<file path="config.mk">
export PLATFORM = sky130hd
export DESIGN_NAME = zx_phase_seq
export DESIGN_NICKNAME = d
export VERILOG_FILES = /design/src/rtl/zx_seq_pkg.sv /design/src/rtl/zx_sync.sv /design/src/rtl/zx_dwell_timer.sv /design/src/rtl/zx_phase_decode.sv /design/src/rtl/zx_phase_seq.sv
export SDC_FILE = /design/constraint.sdc
export NUM_CORES = 1
export LEC_CHECK = 0
export ABC_AREA = 1
export BUFFER_PORTS_ARGS = -buffer_cell sky130_fd_sc_hd__buf_2
export CAP_MARGIN = 20
export CORE_UTILIZATION = 45
export DETAILED_ROUTE_END_ITERATION = 8
export PLACE_DENSITY_LB_ADDON = 0.2
export SETUP_SLACK_MARGIN = 0.5
export SYNTH_ARGS = -nofsm -noshare
export SYNTH_HDL_FRONTEND = slang
export SYNTH_HIERARCHICAL = 1
export SYNTH_SLANG_ARGS = --single-unit
</file>
<file path="constraint.sdc">
create_clock -name clk -period 7.2 [get_ports clk]
set_input_delay 0.36 -clock clk [delete_from_list [all_inputs] [get_ports clk]]
set_output_delay 0.36 -clock clk [all_outputs]
set_load 0.02 [all_outputs]
</file>
<file path="src/rtl/zx_seq_pkg.sv">
package zx_seq_pkg;
  typedef enum logic [2:0] {
    PH_WAIT = 3'd0,
    PH_SAMP = 3'd1,
    PH_PRE  = 3'd2,
    PH_CRS  = 3'd3,
    PH_FIN  = 3'd4,
    PH_OFF  = 3'd5
  } zx_phase_e;
endpackage

</file>
<file path="src/rtl/zx_sync.sv">
module zx_sync #(
  parameter int WIDTH  = 2,
  parameter int STAGES = 2
) (
  input  logic             clk,
  input  logic             rst_n,
  input  logic [WIDTH-1:0] d,
  output logic [WIDTH-1:0] q
);
  logic [STAGES-1:0][WIDTH-1:0] chain;

  always_ff @(posedge clk or negedge rst_n) begin
    if (!rst_n) begin
      chain <= '0;
    end else begin
      chain[0] <= d;
      for (int i = 1; i < STAGES; i++) chain[i] <= chain[i-1];
    end
  end

  assign q = chain[STAGES-1];
endmodule

</file>
<file path="src/rtl/zx_dwell_timer.sv">
module zx_dwell_timer #(
  parameter int CNT_W = 8
) (
  input  logic             clk,
  input  logic             rst_n,
  input  logic             restart,
  input  logic [CNT_W-1:0] limit,
  output logic             expire
);
  localparam logic [CNT_W-1:0] CNT_MAX = '1;
  localparam logic [CNT_W-1:0] ONE     = CNT_W'(1);

  logic [CNT_W-1:0] cnt;
  logic [CNT_W-1:0] lim_eff;

  always_ff @(posedge clk or negedge rst_n) begin
    if (!rst_n)                cnt <= '0;
    else if (restart)          cnt <= '0;
    else if (cnt != CNT_MAX)   cnt <= cnt + ONE;
  end

  assign lim_eff = (limit == '0) ? ONE : limit;
  assign expire  = (cnt == lim_eff - ONE);

  AST_CNT_RESTART_ZERO: assert property (@(posedge clk) disable iff (!rst_n)
    restart |=> !$past(expire) || (limit != ONE && limit != '0) || expire);
endmodule

</file>
<file path="src/rtl/zx_phase_decode.sv">
module zx_phase_decode
  import zx_seq_pkg::*;
(
  input  logic      clk,
  input  logic      rst_n,
  input  zx_phase_e ph,
  output logic      preset_p,
  output logic      coarse_en,
  output logic      fine_en,
  output logic      samp_sw,
  output logic      ramp_pwr,
  output logic      zcd_pwr
);
  logic in_xfer;

  assign in_xfer   = (ph == PH_PRE) || (ph == PH_CRS) || (ph == PH_FIN);
  assign preset_p  = (ph == PH_PRE);
  assign coarse_en = (ph == PH_PRE) || (ph == PH_CRS);
  assign samp_sw   = in_xfer;
  assign zcd_pwr   = in_xfer;
  assign fine_en   = in_xfer || (ph == PH_OFF);
  assign ramp_pwr  = in_xfer || (ph == PH_OFF);

  AST_COARSE_NEEDS_FINE: assert property (@(posedge clk) disable iff (!rst_n)
    coarse_en |-> fine_en && ramp_pwr);
endmodule

</file>
<file path="src/rtl/zx_phase_seq.sv">
module zx_phase_seq
  import zx_seq_pkg::*;
#(
  parameter int CNT_W     = 8,
  parameter int SYNC_DEPTH = 2
) (
  input  logic             clk,
  input  logic             rst_n,
  input  logic             samp_ph,
  input  logic             crs_flag_a,
  input  logic             fin_flag_a,
  input  logic [CNT_W-1:0] preset_len,
  input  logic [CNT_W-1:0] crs_win,
  input  logic [CNT_W-1:0] fin_win,
  output logic             preset_p,
  output logic             coarse_en,
  output logic             fine_en,
  output logic             samp_sw,
  output logic             flash_strobe,
  output logic             ramp_pwr,
  output logic             zcd_pwr,
  output logic             timeout_err
);
  localparam int FLAG_N = 2;

  zx_phase_e        ph_q, ph_next;
  logic [FLAG_N-1:0] flags_s;
  logic             crs_s, fin_s;
  logic             restart, expire;
  logic [CNT_W-1:0] limit;
  logic             crs_to, fin_to;
  logic             strobe_q, err_q;

  zx_sync #(.WIDTH(FLAG_N), .STAGES(SYNC_DEPTH)) u_sync (
    .clk   (clk),
    .rst_n (rst_n),
    .d     ({fin_flag_a, crs_flag_a}),
    .q     (flags_s)
  );
  assign crs_s = flags_s[0];
  assign fin_s = flags_s[1];

  always_comb begin
    unique case (ph_q)
      PH_CRS:  limit = crs_win;
      PH_FIN:  limit = fin_win;
      default: limit = preset_len;
    endcase
  end

  zx_dwell_timer #(.CNT_W(CNT_W)) u_timer (
    .clk     (clk),
    .rst_n   (rst_n),
    .restart (restart),
    .limit   (limit),
    .expire  (expire)
  );

  assign crs_to = (ph_q == PH_CRS) && !crs_s && expire;
  assign fin_to = (ph_q == PH_FIN) && !fin_s && expire;

  always_comb begin
    ph_next = ph_q;
    unique case (ph_q)
      PH_WAIT: if (samp_ph)          ph_next = PH_SAMP;
      PH_SAMP: if (!samp_ph)         ph_next = PH_PRE;
      PH_PRE:  if (expire)           ph_next = PH_CRS;
      PH_CRS:  if (crs_s || expire)  ph_next = PH_FIN;
      PH_FIN:  if (fin_s || expire)  ph_next = PH_OFF;
      PH_OFF:                        ph_next = PH_WAIT;
      default:                       ph_next = PH_WAIT;
    endcase
  end

  assign restart = (ph_next != ph_q);

  always_ff @(posedge clk or negedge rst_n) begin
    if (!rst_n) begin
      ph_q     <= PH_WAIT;
      strobe_q <= 1'b0;
      err_q    <= 1'b0;
    end else begin
      ph_q     <= ph_next;
      strobe_q <= (ph_q == PH_CRS) && (ph_next == PH_FIN);
      err_q    <= err_q || crs_to || fin_to;
    end
  end

  zx_phase_decode u_decode (
    .clk       (clk),
    .rst_n     (rst_n),
    .ph        (ph_q),
    .preset_p  (preset_p),
    .coarse_en (coarse_en),
    .fine_en   (fine_en),
    .samp_sw   (samp_sw),
    .ramp_pwr  (ramp_pwr),
    .zcd_pwr   (zcd_pwr)
  );

  assign flash_strobe = strobe_q;
  assign timeout_err  = err_q;

  AST_PRESET_ENABLES: assert property (@(posedge clk) disable iff (!rst_n)
    preset_p |-> coarse_en && fine_en && samp_sw && zcd_pwr);
  AST_PRESET_TO_COARSE: assert property (@(posedge clk) disable iff (!rst_n)
    $fell(preset_p) |-> coarse_en);
  AST_STROBE_ON_COARSE_END: assert property (@(posedge clk) disable iff (!rst_n)
    $fell(coarse_en) |-> flash_strobe && fine_en && samp_sw);
  AST_STROBE_SINGLE: assert property (@(posedge clk) disable iff (!rst_n)
    flash_strobe |=> !flash_strobe);
  AST_SWITCH_BEFORE_FINE: assert property (@(posedge clk) disable iff (!rst_n)
    $fell(fine_en) |-> $past(!samp_sw));
  AST_ERR_STICKY: assert property (@(posedge clk) disable iff (!rst_n)
    timeout_err |=> timeout_err);
endmodule

</file>
=== Word level (Yosys, flattened, before mapping) ===
Cells that the tools add are included.

* Bits in registers: 17
* Word-level logic and storage cells: 44

* Add/subtract/negate cells: 2
* Equal/unequal tests: 9
* Multiplexer cells: 10
* Reductions and logical operators: 17

{| class="wikitable"
|+ Operator list
! cell !! number
|-
| 8-bit two-way mux || 3
|-
| 8-bit case mux with 2 select lines || 1
|-
| 3-bit two-way mux || 5
|-
| 3-bit case mux with 5 select lines || 1
|-
| 3-bit == test (second input constant) || 3
|-
| 8-bit by 1-bit adder with 8-bit output (second input constant) || 1
|-
| 8-bit == test || 1
|-
| 8-bit logical NOT || 1
|-
| 8-bit != test (second input constant) || 1
|-
| 8-bit by 1-bit subtractor with 8-bit output (second input constant) || 1
|-
| 1-bit logical OR || 7
|-
| 3-bit by 2-bit == test with 1-bit output (second input constant) || 2
|-
| 1-bit logical AND || 5
|-
| 3-bit by 1-bit == test with 1-bit output (second input constant) || 1
|-
| 3-bit logical NOT || 1
|-
| 3-bit != test || 1
|-
| 1-bit logical NOT || 2
|-
| 2-bit nonzero test || 1
|}

=== Depth between registers and ports, before layout ===
* Depth after elaboration: 11
* Mapped depth: 33
* Depth with buffers taken out: 33

=== By module ===
The synthesis kept the hierarchy.

{| class="wikitable"
|+ By module, submodules not included
! module !! times used !! cells an instance !! area each (um^2) !! sequential area each (um^2)
|-
| zx_dwell_timer || 1 || 115 || 728.2 || 200.2
|-
| zx_phase_seq || 1 || 76 || 450.4 || 125.1
|-
| zx_sync || 1 || 6 || 115.1 || 100.1
|-
| zx_phase_decode || 1 || 10 || 52.6 || 0.0
|}

=== Least setup slack after synthesis ===
No wires, ideal clock.

* Kind: register to register
* From: reg ph_q[0]
* To: reg u_timer.cnt[0]
* Library setup time: 0.126 ns
* Arrival: 3.266 ns
* Data required time: 7.074 ns
* Setup slack: 3.808 ns
* Cell stages (with the launch flop): 33
* Path buffers: 1
* Path through: dfrtp_1 inv_1 nand3_1 buf_2 nand3_1 nand3_1 inv_1 nand2_1 nor2_1 nand2_2 nand2_1 inv_1 ha_1 inv_1 nand2_1 nand2_1 nand2_1 a21oi_1 nand2_1 nor2_1 nand2_1 nor2_1 inv_1 nand2_1 nor2_4 nor2_2 nand2_1 nand3_1 nand2_1 inv_1 nand3_4 nand3_1 o21ai_0

* Cells in the longest elaborated chain, start to end: 11

{| class="wikitable"
|+ RTL lines
! element !! line !! text
|-
| start, declared || zx_phase_seq.sv:26 || <nowiki>zx_phase_e ph_q, ph_next;</nowiki>
|-
| start signal, assigned || zx_phase_seq.sv:83 || <nowiki>ph_q <= ph_next;</nowiki>
|-
| 3-bit == test / 3-bit by 2-bit == test with 1-bit output (equally long branches) || zx_phase_seq.sv:44 || <nowiki>unique case (ph_q)</nowiki>
|-
| 8-bit case mux with 2 select lines * || zx_phase_seq.sv:44 ||
|-
| via limit[3] || zx_phase_seq.sv:30 || <nowiki>logic [CNT_W-1:0] limit;</nowiki>
|-
| 8-bit logical NOT || zx_dwell_timer.sv:22 || <nowiki>assign lim_eff = (limit == '0) ? ONE : limit;</nowiki>
|-
| 8-bit two-way mux * || zx_dwell_timer.sv:22 ||
|-
| 8-bit by 1-bit subtractor with 8-bit output * || zx_dwell_timer.sv:23 || <nowiki>assign expire = (cnt == lim_eff - ONE);</nowiki>
|-
| 8-bit == test * || zx_dwell_timer.sv:23 ||
|-
| via expire || zx_phase_seq.sv:29 || <nowiki>logic restart, expire;</nowiki>
|-
| 1-bit logical OR, on equally long branches || zx_phase_seq.sv:69, zx_phase_seq.sv:68 ||
|-
| 3-bit two-way mux, on equally long branches || zx_phase_seq.sv:69, zx_phase_seq.sv:68 ||
|-
| 3-bit case mux with 5 select lines * || zx_phase_seq.sv:64 || <nowiki>unique case (ph_q)</nowiki>
|-
| 3-bit != test * || zx_phase_seq.sv:75 || <nowiki>assign restart = (ph_next != ph_q);</nowiki>
|-
| via restart || zx_phase_seq.sv:29 ||
|-
| 8-bit two-way mux / 2-bit nonzero test (equally long branches) || -- ||
|-
| end signal, assigned || zx_dwell_timer.sv:19 || <nowiki>else if (cnt != CNT_MAX) cnt <= cnt + ONE;</nowiki>
|-
| end, declared || zx_dwell_timer.sv:13 || <nowiki>logic [CNT_W-1:0] cnt;</nowiki>
|}

The timed path passes the listed nets; every way through them passes the cells marked *.
A chain may end at the register's enable or synchronous reset.

=== Worst setup path in the final report ===
* From: reg ph_q[1]
* To: reg u_timer.cnt[5]

Same word-level chain as after synthesis.

==> key figures <==
Outcome
  – Run status: complete, but fails checks
  – Violated checks: design-rule violations

Final layout
  – Layout Cell Area excl Fill: approximately 0.0016 mm2
  – Proportion of layout cells with a drive suffix above 1: 0.2107
  – Ant diodes: 0
  – Signed area change from the synthesized netlist to the final layout: 15.52%
  – # nets final: roughly 270

Synth
  – Share of flip-flops with an asynchronous set or reset: 1.000
  – Post-synthesis average cell area: 6.504 um2
  – Flop and latch count out of synthesis: 17
  – EDFF count, synth: 0
  – Top_reg_cell synth: sky130_fd_sc_hd__dfrtp_1
  – Ranking of synthesized cells by area: sky130_fd_sc_hd__dfrtp_1, sky130_fd_sc_hd__nand2_1, sky130_fd_sc_hd__nand3_1
  – Count of distinct cell types in the synthesized netlist: 29
  – Yosys Warn Count: 6
  – Portion of synthesized cell area occupied by the leading cell type: 0.3160
  – Post-Syn Area: 0.001346 mm2
  – Most area-hungry cell type in the Yosys netlist: sky130_fd_sc_hd__dfrtp_1
  – Gate count of the mapped netlist: 207
  – Nets in the synthesized netlist: 238
  – Sequential share of the synthesized area: 0.3160

Critical path
  – Max incr delay on CP: between 500 and 600 ps
  – Maximum fanout along the worst path: 12
  – Critical path endpoint category: register
  – CP startpoint kind: register
  – Worst setup path class: reg2reg
  – Critical path data arrival time: ~4500 ps
  – Data required time at the worst endpoint: about 7400 ps
  – Slowest cell on the critical path: sky130_fd_sc_hd__dfrtp_1
  – Critical path's most frequent cell: sky130_fd_sc_hd__nand2_1

Global route
  – Global Route Usage Sum: 0.1844
  – Grt ovf: 0
  – Vias in the first global route: 1137
  – Pin count of the biggest net entering global routing: 18
  – First-pass GRT wire length: 4692 um
  – Number of antenna violations at the first check in global routing: 0

Power
  – Overall Power: roughly 0.00051 W
  – Worst-case vdd ir drop: a little under 200 uV
  – Leakage power: 0.8991 nW
  – Power per Cell Area: around 330 mW/mm2

Timing
  – Transition time at the pin with the least slew margin: 438.2 ps
  – Final Hold Fails: 0
  – Final hold slack: approximately 190 ps
  – Worst clock skew on the final layout: 13.05 ps
  – Unrepaired setup endpoints after global routing: false
  – Headroom to the max-slew limit: 0.7071
  – Achievable Freq: 236.0 MHz
  – Crit path time final: 4238 ps
  – Final setup fails: 0
  – Number of max-slew violations in the final report: 0
  – Share of the cycle needed by the critical path after routing: 0.5886
  – Total Neg Setup Slack: 0 ps

Drt
  – Detail Route met3 WL: 120 um
  – Met1 Wirelength: between 1000 and 1500 um
  – Wire length on met2: 1328 um
  – Top routing layer in use: met4
  – Via total after detailed routing: 1359
  – Wire length per cell after detailed routing: 10.46 um
  – Number of DRC violations after detailed routing: 10
  – Detailed Route Iter0 Violations: 64
  – DRT Wirelength: around 2900 um
  – Antenna-violating nets left: 0
  – Total iterations of the first detailed-routing run: 6
  – DR vias/cell: 4.978

Clocking
  – CTS tree: done
  – Sinks on the clock net: 17
  – Post-cts sizing count: 0
  – CTS max path bufs: 2
  – CTS Root Cell: sky130_fd_sc_hd__clkbuf_4
  – Insertion delay to the later sink of the worst-skew pair: 280 ps
  – Htree depth: 1
  – Number of CTS-inserted buffers: 3
  – Clock-pin transition on the worst setup and hold timing paths: 100 ps

Floorplan
  – Starting Density: 0.4799
  – Vertical die dimension: about 57 um
  – Die boundary width: roughly 57 um
  – I/O pin total: 37
  – Total die area: 0.003214 mm2
  – Row count: 19
  – Core box area: 0.002805 mm2

Placement
  – Port Buffers: 36
  – Cell area after placement: between 0.0015 and 0.002 mm2
  – Routability cong.: between 0.7 and 0.8
  – Post-DP HPWL: 2296 um

Flow run
  – Max cap viols: 0

Worst hold path
  – Path class of the lowest-slack min-delay path: in2reg
==> critical path: cells and delay by family, from the launching register on <==
kind	cells	cell delay, ps
buf+inv	7	880
compound gates	2	180
flops	1	520
simple gates	23	2380
fa+ha+maj	1	240
==> worst paths after layout <==
check,endpoint,start,slack [ps],depth (start not counted)
setup / recovery,u_timer/cnt[5],ph_q[1],2960,33
hold / removal,u_sync/chain[0],crs_flag_a,190,1
setup reg to reg,u_timer/cnt[5],ph_q[1],2960,33
hold reg to reg,u_sync/q[0],u_sync/chain[0],350,0
max in group asynchronous,u_timer/cnt[6],rst_n,6410,2
min in group asynchronous,u_timer/cnt[5],rst_n,510,2
==> registers in the layout, summed over array words and instances (netlist names) <==
| register | cells |
|---|---|
| flash_strobe | 1 |
| timeout_err | 1 |
| u_sync/chain | 2 |
| u_sync/q | 2 |
| ph_q | 3 |
| u_timer/cnt | 8 |
==> cell usage in the layout, fill, tap and decap left out, types with 3 or more instances in the layout <==
cell and n:
sky130_fd_sc_hd__nor2_1 17, sky130_fd_sc_hd__nand4_1 3, sky130_fd_sc_hd__nand3_1 29, sky130_fd_sc_hd__dfrtp_1 17
sky130_fd_sc_hd__buf_2 36, sky130_fd_sc_hd__clkbuf_4 3, sky130_fd_sc_hd__xnor2_1 4, sky130_fd_sc_hd__nand2_1 62
sky130_fd_sc_hd__a21oi_1 3, sky130_fd_sc_hd__o21ai_0 5, sky130_fd_sc_hd__xor2_1 4, sky130_fd_sc_hd__nand2_2 3
sky130_fd_sc_hd__inv_1 34
==> synth_stat cells (2+ instances only) <==
library cell and number:
sky130_fd_sc_hd__nand2_1 62, sky130_fd_sc_hd__inv_1 34, sky130_fd_sc_hd__nand3_1 29, sky130_fd_sc_hd__dfrtp_1 17
sky130_fd_sc_hd__nor2_1 17, sky130_fd_sc_hd__o21ai_0 5, sky130_fd_sc_hd__buf_4 4, sky130_fd_sc_hd__xnor2_1 4
sky130_fd_sc_hd__xor2_1 4, sky130_fd_sc_hd__a21oi_1 3, sky130_fd_sc_hd__nand2_2 3, sky130_fd_sc_hd__nand4_1 3
sky130_fd_sc_hd__a31oi_1 2, sky130_fd_sc_hd__ha_1 2, sky130_fd_sc_hd__inv_2 2, sky130_fd_sc_hd__nand3_2 2
sky130_fd_sc_hd__or2_2 2
==> what timing repair did <==
action	in CTS	in global routing
buffers inserted	0	0
hold buffers	1	0
hold endpoints to repair	17	0
==> routing by layer <==
| layer | up-vias | track usage |
|---|---|---|
| met5 | - | 0 |
| met4 | 0 | 0.07143 |
| met3 | 4 | 0.01152 |
| met2 | 31 | 0.3095 |
| met1 | 608 | 0.2475 |
| li1 | 716 | - |
==> cell type report <==
cell class | count | area (um2)
sequential | 17 | 425.4
inverter | 36 | 135.1
tap | 31 | 38.79
timing repair buffer | 37 | 190.2
multi-input combinational | 148 | 739.5
clock buffer | 4 | 26.28
fill | 272 | 1250
==> power breakdown <==
group          internal [W]  switching (W)  leakage, nW
clock network     0.0000215      0.0000262       0.0150
registers          0.000113      0.0000260        0.216
logic              0.000116       0.000208        0.668
==> per-stage QoR <==
step,worst slack (ps),utilization,std cells
final,2962,0.5544,273
after global routing,2297,0.5544,273
after CTS,2969,0.5544,273
after detailed placement,2983,0.5415,268
after global placement,3031,0.5415,268
after floorplan,3808,-,207
==> kinds of logic after synthesis <==
group | count (synthesis) | synth area share
AND/OR/NAND/NOR | 124 | 0.4201
AO/OA/AOI/OAI | 14 | 0.05855
XOR/XNOR | 8 | 0.05204
flip-flops | 17 | 0.3160
adder cells (fa/ha/maj) | 2 | 0.01858
buffers and inverters | 42 | 0.1348
No activity file was read; power rests on OpenSTA's default activity.
